### src/rtl/rxwb_pkg.sv
package rxwb_pkg;

  localparam int WB_W      = 128;
  localparam int LEN_W     = 16;
  localparam int STAT_W    = 20;
  localparam int LEG_ERR_W = 8;
  localparam int EXT_ERR_W = 12;
  localparam int PTYPE_W   = 12;
  localparam int ADDR_W    = 64;

  // status bits shared by both layouts
  localparam logic [STAT_W-1:0] ST_DONE  = 20'h00001;
  localparam logic [STAT_W-1:0] ST_EOP   = 20'h00002;
  localparam logic [STAT_W-1:0] ST_UDPOK = 20'h00010;
  localparam logic [STAT_W-1:0] ST_TCPOK = 20'h00020;
  localparam logic [STAT_W-1:0] ST_IPOK  = 20'h00040;

  localparam logic [LEG_ERR_W-1:0] LE_IP = 8'h40;
  localparam logic [LEG_ERR_W-1:0] LE_L4 = 8'h20;
  localparam logic [EXT_ERR_W-1:0] XE_IP = 12'h800;
  localparam logic [EXT_ERR_W-1:0] XE_L4 = 12'h400;

  localparam logic [PTYPE_W-1:0] PC_IPV4 = 12'h001;
  localparam logic [PTYPE_W-1:0] PC_TCP  = 12'h010;
  localparam logic [PTYPE_W-1:0] PC_UDP  = 12'h020;

  typedef struct packed {
    logic [STAT_W-1:0]    status;
    logic [LEG_ERR_W-1:0] err_leg;
    logic [EXT_ERR_W-1:0] err_ext;
    logic [PTYPE_W-1:0]   pclass;
    logic [15:0]          csum;
    logic [15:0]          ident;
  } rx_result_t;

endpackage

### src/rtl/rxwb_classify.sv
module rxwb_classify
  import rxwb_pkg::*;
#(
  parameter int IP_EN_BIT = 8,
  parameter int L4_EN_BIT = 9
) (
  input  logic        is_ipv4,
  input  logic        is_tcp,
  input  logic        is_udp,
  input  logic        ip_csum_bad,
  input  logic        l4_csum_bad,
  input  logic [15:0] csum_ctl,
  input  logic [15:0] ip_id,
  input  logic [15:0] raw_csum,
  output rx_result_t  res
);

  logic ip_chk;
  logic tcp_chk;
  logic udp_chk;
  logic l4_chk;
  logic any_chk;

  always_comb begin
    ip_chk  = is_ipv4 & csum_ctl[IP_EN_BIT];
    tcp_chk = is_ipv4 & is_tcp & csum_ctl[L4_EN_BIT];
    udp_chk = is_ipv4 & is_udp & csum_ctl[L4_EN_BIT];
    l4_chk  = tcp_chk | udp_chk;
    any_chk = ip_chk | l4_chk;
  end

  always_comb begin
    res = '0;
    res.status = ST_DONE | ST_EOP;
    if (ip_chk)  res.status = res.status | ST_IPOK;
    if (tcp_chk) res.status = res.status | ST_TCPOK;
    if (udp_chk) res.status = res.status | ST_UDPOK;

    if (ip_chk && ip_csum_bad) begin
      res.err_leg = res.err_leg | LE_IP;
      res.err_ext = res.err_ext | XE_IP;
    end
    if (l4_chk && l4_csum_bad) begin
      res.err_leg = res.err_leg | LE_L4;
      res.err_ext = res.err_ext | XE_L4;
    end

    if (is_ipv4) res.pclass = res.pclass | PC_IPV4;
    if (tcp_chk) res.pclass = res.pclass | PC_TCP;
    if (udp_chk) res.pclass = res.pclass | PC_UDP;

    res.csum  = any_chk ? raw_csum : 16'h0000;
    res.ident = is_ipv4 ? ip_id : 16'h0000;
  end

endmodule

### src/rtl/rxwb_pack.sv
module rxwb_pack
  import rxwb_pkg::*;
#(
  parameter bit EXTENDED = 1'b0
) (
  input  rx_result_t        res,
  input  logic [LEN_W-1:0]  len_rep,
  input  logic [ADDR_W-1:0] buf_addr,
  input  logic              hash_slot,
  output logic [WB_W-1:0]   word
);

  localparam int HDR_LEN_W = 10;
  localparam int RSVD_W    = 5;
  localparam int RSS_T_W   = 4;
  localparam int VLAN_W    = 16;

  generate
    if (EXTENDED) begin : g_ext
      logic [31:0] slot;
      always_comb begin
        slot = hash_slot ? 32'h0 : {res.csum, res.ident};
        word = {{VLAN_W{1'b0}}, len_rep, res.err_ext, res.status, slot,
                1'b0, {HDR_LEN_W{1'b0}}, {RSVD_W{1'b0}}, res.pclass,
                {RSS_T_W{1'b0}}};
      end
    end else begin : g_leg
      always_comb begin
        word = {{VLAN_W{1'b0}}, res.err_leg, res.status[7:0], res.csum,
                len_rep, buf_addr};
      end
    end
  endgenerate

endmodule

### src/rtl/rx_wb_formatter.sv
module rx_wb_formatter
  import rxwb_pkg::*;
#(
  parameter int CRC_BYTES   = 4,
  parameter int IP_EN_BIT   = 8,
  parameter int L4_EN_BIT   = 9,
  parameter int HASH_SEL_BIT = 13,
  parameter int NUM_FMT     = 2
) (
  input  logic          clk,
  input  logic          rst_n,
  input  logic          in_valid,
  input  logic [2:0]    desc_type,
  input  logic          crc_strip_en,
  input  logic [15:0]   pkt_len,
  input  logic          is_ipv4,
  input  logic          is_tcp,
  input  logic          is_udp,
  input  logic          ip_csum_bad,
  input  logic          l4_csum_bad,
  input  logic [15:0]   csum_ctl,
  input  logic [15:0]   ip_id,
  input  logic [15:0]   raw_csum,
  input  logic [63:0]   buf_addr,
  output logic          wb_valid,
  output logic          wb_type_err,
  output logic [127:0]  wb_word
);

  localparam int SEL_W = (NUM_FMT > 1) ? $clog2(NUM_FMT) : 1;
  localparam logic [LEN_W-1:0] CRC_ADD = LEN_W'(CRC_BYTES);

  rx_result_t       res;
  logic [LEN_W-1:0] len_rep;
  logic [WB_W-1:0]  fmt_word [NUM_FMT];
  logic             type_ok;
  logic             valid_d;
  logic             err_d;
  logic [WB_W-1:0]  word_d;

  rxwb_classify #(
    .IP_EN_BIT (IP_EN_BIT),
    .L4_EN_BIT (L4_EN_BIT)
  ) u_classify (
    .is_ipv4     (is_ipv4),
    .is_tcp      (is_tcp),
    .is_udp      (is_udp),
    .ip_csum_bad (ip_csum_bad),
    .l4_csum_bad (l4_csum_bad),
    .csum_ctl    (csum_ctl),
    .ip_id       (ip_id),
    .raw_csum    (raw_csum),
    .res         (res)
  );

  always_comb begin
    len_rep = crc_strip_en ? pkt_len : (pkt_len + CRC_ADD);
  end

  generate
    for (genvar g = 0; g < NUM_FMT; g++) begin : g_fmt
      rxwb_pack #(
        .EXTENDED (g == 1)
      ) u_pack (
        .res       (res),
        .len_rep   (len_rep),
        .buf_addr  (buf_addr),
        .hash_slot (csum_ctl[HASH_SEL_BIT]),
        .word      (fmt_word[g])
      );
    end
  endgenerate

  // next-state
  always_comb begin
    type_ok = (32'(desc_type) < NUM_FMT);
    valid_d = in_valid & type_ok;
    err_d   = in_valid & ~type_ok;
    word_d  = fmt_word[desc_type[SEL_W-1:0]];
  end

  // state
  always_ff @(posedge clk or negedge rst_n) begin
    if (!rst_n) begin
      wb_valid    <= 1'b0;
      wb_type_err <= 1'b0;
    end else begin
      wb_valid    <= valid_d;
      wb_type_err <= err_d;
    end
  end

  always_ff @(posedge clk or negedge rst_n) begin
    if (!rst_n) begin
      wb_word <= '0;
    end else if (valid_d) begin
      wb_word <= word_d;
    end
  end

endmodule

### config.mk
export PLATFORM = sky130hd
export DESIGN_NAME = rx_wb_formatter
export DESIGN_NICKNAME = d
export VERILOG_FILES = /design/src/rtl/rxwb_pkg.sv /design/src/rtl/rxwb_classify.sv /design/src/rtl/rxwb_pack.sv /design/src/rtl/rx_wb_formatter.sv
export SDC_FILE = /design/constraint.sdc
export NUM_CORES = 1
export LEC_CHECK = 0
export CAP_MARGIN = 0
export CORE_MARGIN = 2
export CORE_UTILIZATION = 43
export CTS_CLUSTER_DIAMETER = 30
export DETAILED_ROUTE_END_ITERATION = 10
export GPL_ROUTABILITY_DRIVEN = 1
export PLACE_DENSITY = 0.87
export SLEW_MARGIN = 30
export SYNTH_ARGS = -nofsm -noshare
export SYNTH_HDL_FRONTEND = slang
export SYNTH_SLANG_ARGS = --single-unit
export TNS_END_PERCENT = 30
### constraint.sdc
create_clock -name clk -period 1.35 [get_ports clk]
set_clock_uncertainty 0.05 [all_clocks]
set_input_delay 0.135 -clock clk [delete_from_list [all_inputs] [get_ports clk]]
set_output_delay 0.135 -clock clk [all_outputs]
set_load 0.01 [all_outputs]
# --- After elaboration in Yosys (flattened, before gate mapping) ---
# Cells that the tools add are included.
# Widths: inputs -> output; s select.
classes:
  n_addsub: 1
  order_cmp: 2
  muxes: 15
  n_bitwise: 11
  reduce_logical: 2
op_table:
  columns: ["op", "count"]
  rows:
  - ["$mux 128", 2]
  - ["$mux 112", 1]
  - ["$mux 16", 3]
  - ["$mux 32", 1]
  - ["$mux 19", 1]
  - ["$mux 18", 1]
  - ["$add 16x3->16 const B", 1]
  - ["$mux 6", 2]
  - ["$mux 5", 2]
  - ["$and 1x1->1", 7]
  - ["$mux 7", 1]
  - ["$lt 3x2->1 const B", 1]
  - ["$ge 2x2->1 const B", 1]
  - ["$logic_and 1x1->1", 2]
  - ["$not 1->2", 1]
  - ["$or 1x1->1", 2]
  - ["$mux 1", 1]
  - ["$not 1->1", 1]
totals:
  ff_bits: 130
  in_bits: 140
  out_inout_bits: 130

# --- Logic depth before layout (Yosys ltp) ---
logic_depth:
  depth_word: 9
  depth_mapped: 7
  mapped_depth_nobuf: 5

# --- By module ---
# Synthesis repeated with hierarchy kept, for this count alone.
unflattened:
  cells_unflattened: 951
  area_unflattened_um2: 8861.0
by_module_without_submodules:
  columns: ["mod", "n_inst", "cells_each", "area_each_um2"]
  rows:
  - ["rx_wb_formatter", 1, 594, 6194.7]
  - ["rxwb_pack (g_fmt[0].u_pack)", 1, 129, 964.7]
  - ["rxwb_pack (g_fmt[1].u_pack)", 1, 132, 947.2]
  - ["rxwb_classify", 1, 96, 754.5]

# --- Worst setup path before layout ---
# OpenSTA, ideal clock, no wires.
synth_timing:
  kind: "input to register"
  start: "in desc_type[2]"
  end: "reg wb_word[32]"
  setup_time_ns: 0.126
  arrival_time_ns: 1.185
  path_slack_ns: -0.011
  stages: 4
  n_path_buf: 2
  path_cell_list: "or3b_4 > buf_6 > clkbuf_1 > a221o_1"
synth_between:
  elab_chain_cells: 2
synth_lines:
  columns: ["element", "line", "text"]
  rows:
  - ["start: declaration", "rx_wb_formatter.sv:13", "input logic [2:0] desc_type,"]
  - ["$lt 3x2->1", "rx_wb_formatter.sv:76", "type_ok = (32'(desc_type) < NUM_FMT);"]
  - ["$and 1x1->1", "rx_wb_formatter.sv:77", "valid_d = in_valid & type_ok;"]
  - ["end signal: assignment", "rx_wb_formatter.sv:97", "wb_word <= word_d;"]
  - ["end: declaration", "rx_wb_formatter.sv:27", "output logic [127:0] wb_word"]
# No other way between the ends.
# A chain may end at the register's enable or synchronous reset.

# --- Final worst setup path ---
layout_timing:
  start: "in is_tcp"
  end: "reg wb_word[85]"
layout_between:
  elab_chain_cells: 8
layout_lines:
  columns: ["element", "line", "text"]
  rows:
  - ["start: declaration", "rx_wb_formatter.sv:17", "input logic is_tcp,"]
  - ["$and 1x1->1 (2 in a row)", "rxwb_classify.sv:26", "tcp_chk = is_ipv4 & is_tcp & csum_ctl[L4_EN_BIT];"]
  - ["$or 1x1->1", "rxwb_classify.sv:28", "l4_chk = tcp_chk | udp_chk;"]
  - ["$or 1x1->1", "rxwb_classify.sv:29", "any_chk = ip_chk | l4_chk;"]
  - ["$mux 16", "rxwb_classify.sv:52", "res.csum = any_chk ? raw_csum : 16'h0000;"]
  - ["$mux 112 (implied by the code)", "rx_wb_formatter.sv:79", "word_d = fmt_word[desc_type[SEL_W-1:0]];"]
  - ["$mux 128 (implied by the code) (2 in a row)", "rx_wb_formatter.sv:79", null]
# No other way between the ends. The select of a mux whose other input is x is not followed.

==> flow_metrics.env <==
export IMPL_timing_final_setup_violations=0
export IMPL_final_antenna_net_count=0
export IMPL_routed_wirelength_mm=17.13
export IMPL_grt_start_max_net_pins=89
export IMPL_critical_path_cell_chain="clkdlybuf4s50_1 -> o21ai_2 -> a21oi_2 -> and3_4 -> bufbuf_16 -> a22o_1"
export IMPL_seq_power_share=0.371
export IMPL_slew_viol_final=0
export IMPL_globalRouteOverflowTotal=0
export IMPL_finalHoldViolations=0
export IMPL_switchingPower_mw=2.866
export IMPL_hpwl_mm=11.74
export IMPL_worstSetupPathType="in -> reg"
export IMPL_yosys_register_bits=114
export IMPL_power_frac_clock=0.431
export IMPL_die_height_um=112.6
export IMPL_outcome="complete, no violations"
export IMPL_placedInstanceArea_sq_um=7919
export IMPL_io_pin_count=270
export IMPL_post_route_clock_period_utilization=0.9874
export IMPL_endpoint_kind="flop"
export IMPL_synth_ff_type="dfrtp_1"
export IMPL_power_leakage_nw=4.299
export IMPL_core_area_sq_um=11470
export IMPL_synth_enable_flop_cells=0
export IMPL_fp_dieW_um=112.6
export IMPL_number_of_antenna_violations_at_the_first_check_in_global_routing=0
export IMPL_placed_cells=895
export IMPL_synthesis_yosys_warnings=0
export IMPL_first_global_vias=5097
export IMPL_final_cell_count_no_fill=932
export IMPL_die_area_sq_um=12670
export IMPL_global_route_usage_total=0.2683
export IMPL_synth_cells=497
export IMPL_final_critical_path_time_including_i_o_delays_and_setup_ns=1.333
export IMPL_syn_to_final_growth_pct=69.60
export IMPL_worst_hold_path_num_cells=2
export IMPL_clk_root_buffer_cell="clkbuf_16"
export IMPL_cpLargestDelayFamily="buffers and inverters"
export IMPL_critical_path_required_ns=1.59
export IMPL_fmax_ghz=0.7502
export IMPL_clock_latency_late_sink_ns=0.40
export IMPL_count_of_fill_cells_added_during_filler_insertion=774
export IMPL_drt_pass1_iterations=7
export IMPL_pwr_density_cell_nw_per_um2=1300
export IMPL_htree_levels=4
export IMPL_fin_nets=917
export IMPL_numCtsBuffers=17
export IMPL_avgSynthCellArea_sq_um=10.20
export IMPL_cts_max_path_bufs=2
export IMPL_drc=0
export IMPL_maxCapViolCount=0
export IMPL_worst_ep_arrival_time_ns=1.57
export IMPL_netlist_cell_type_count=44
export IMPL_min_path_type="in -> reg"
export IMPL_vias=5069
export IMPL_critical_path_max_stage_delay_ns=0.45
export IMPL_asyncSetResetFlopFracSynth=1.000
export IMPL_gp_routability_congestion=0.8370
export IMPL_switching_share=0.2566
export IMPL_antennaDiodeCount=0
export IMPL_vias_per_cell=5.439
export IMPL_bufs_and_invs_on_worst_path=2
export IMPL_power_ir_vdd_worst_mv=0.7381
export IMPL_cts_reportedPaths_clkPinSlew_ns=0.05
export IMPL_grt_first_pass_wirelength_mm=26.43
export IMPL_cpMaxStageDelayCell="clkdlybuf4s50_1"
export IMPL_finish_instance_area_sq_um=8594
export IMPL_internal_power_mw=8.303
export IMPL_critPathMaxFanout=7
export IMPL_synthesis_area_sq_um=5067
export IMPL_tritoncts_num_sinks=114
export IMPL_initial_core_util=0.4419
export IMPL_cp_start_kind="input port"
export IMPL_port_buffers=240
export IMPL_placement_rows=39
export IMPL_post_synthesis_sequential_area_ratio=0.5630
export IMPL_initialDrtViolationCount=310
export IMPL_ff2ff_path_depth=1
export IMPL_power_combinational_fraction=0.199
export IMPL_wl_per_cell_um=18.38
export IMPL_fraction_of_layout_instances_using_a_drive_strength_above_1=0.1343
export IMPL_cts_tree="built"
export IMPL_worstSetupPathDepth=6
==> per-layer routing <==
metal,share of wire,vias up,global-route usage
li1,-,2294,-
met1,0.37,2413,0.3116
met2,0.51,307,0.4651
met3,0.085,55,0.06749
met4,0.038,0,0.1268
met5,0,-,0
==> cell families after synthesis <==
family / Yosys count / synth area share
adders and majority gates: 1 / 0.002469
xor gates and xnor gates: 12 / 0.02074
muxes: 3 / 0.005926
buffers and inverters: 61 / 0.06642
DFF: 114 / 0.5630
AOI/OAI and AO/OA: 123 / 0.1723
other: 1 / 0.0007400
and+or+nand+nor: 182 / 0.1684
==> power by group through the flow <==
stage / clock (mW) / sequential (mW) / combinational (mW)
2_1_floorplan: 0 / 4.39 / 0.619
3_3_place_gp: 0 / 4.18 / 2.45
3_5_place_dp: 0 / 4.20 / 2.52
4_1_cts: 4.86 / 4.14 / 2.22
5_1_grt: 5.04 / 4.20 / 2.39
6_report: 4.81 / 4.14 / 2.22
==> state kept, by name, summed over array words and instances, names as in the netlist <==
signal	cells
wb_valid	1
wb_type_err	1
wb_word	112
==> path summary, 6_finish.rpt <==
check,from,end,slack (ns)
setup / recovery,is_tcp,wb_word[85],0.02
hold / removal,in_valid,wb_type_err,0.01
setup reg to reg,wb_word[38],wb_word[38],0.48
hold reg to reg,wb_word[72],wb_word[72],0.42
max in group asynchronous,rst_n,wb_word[98],0.68
min in group asynchronous,rst_n,wb_word[1],0.21
==> area by class of cell <==
class | instances | area [sq um] | area share
repair buffers | 298 | 2875 | 0.3345
flip-flops and latches | 114 | 2853 | 0.3319
clock buffers | 22 | 484.2 | 0.05634
well taps | 143 | 178.9 | 0.02082
clock inverters | 10 | 153.9 | 0.01791
multi-input cells | 337 | 2014 | 0.2344
inverters | 8 | 35.03 | 0.004076
==> cell usage after synthesis, types with 3 or more instances <==
cell      number  area, sq um
dfrtp_1      114         2853
nand2_1       89        334.1
o21ai_0       50        250.2
nor2_1        46        172.7
buf_4         19        142.6
a22o_1        18        157.7
and3_1        18        112.6
buf_2         17        85.08
a221o_1       16        160.2
a221oi_1      16        140.1
clkbuf_1      12        45.04
xnor2_1        9        78.83
inv_1          8        30.03
nand4_1        8        50.05
a31oi_1        7        43.79
buf_1          3        11.26
mux2i_1        3        30.03
nand3_1        3        15.01
nor3_1         3        15.01
nor4b_1        3        26.28
o211ai_1       3        22.52
xor2_1         3        26.28
==> repair_timing <==
action	CTS	global route
hold buffers	1	0
pin swaps	2	7
resized for setup	130	19
hold endpoints to repair	114	0
setup buffers	3	0
cloned	1	0
endpoints found under the setup margin	190	25
==> cell usage in the layout, fill, tap and decap left out, drive strengths merged, types with 3 or more instances in the layout <==
master / synthesis / layout
clkbuf: 12 / 22
buf: 41 / 57
a221oi: 16 / 16
nor2: 46 / 46
conb: 1 / 16
clkinv: 0 / 7
nand3: 3 / 3
nand4b: 3 / 3
clkdlybuf4s50: 0 / 108
nand2: 89 / 89
bufinv: 0 / 4
inv: 8 / 7
dlygate4sd2: 0 / 121
o21ai: 51 / 51
o211ai: 3 / 3
and3: 18 / 18
dlymetal6s2s: 0 / 9
nor4b: 3 / 3
nor3: 4 / 4
dfrtp: 114 / 114
xnor2: 9 / 9
mux2i: 3 / 3
a31oi: 7 / 7
a22o: 18 / 18
nand4: 9 / 9
a221o: 16 / 16
xor2: 3 / 3
nor4: 3 / 3
==> stage by stage <==
stage                     total power [mW]  hold WS (ns)  TNS, ns  setup slack [ns]    util
final                                11.17       0.01090        0           0.01707  0.7495
after floorplan                      5.009       -0.2106        0           0.01042       -
after detailed placement             6.717       0.09019   -50.51           -0.5697  0.6906
after CTS                            11.23       0.03962        0          0.001545  0.7434
after global placement               6.633       0.08368   -47.78           -0.5301  0.6906
after global routing                 11.62      0.002367  -0.2693          -0.03942  0.7495
(Power assumes the default switching activity.)
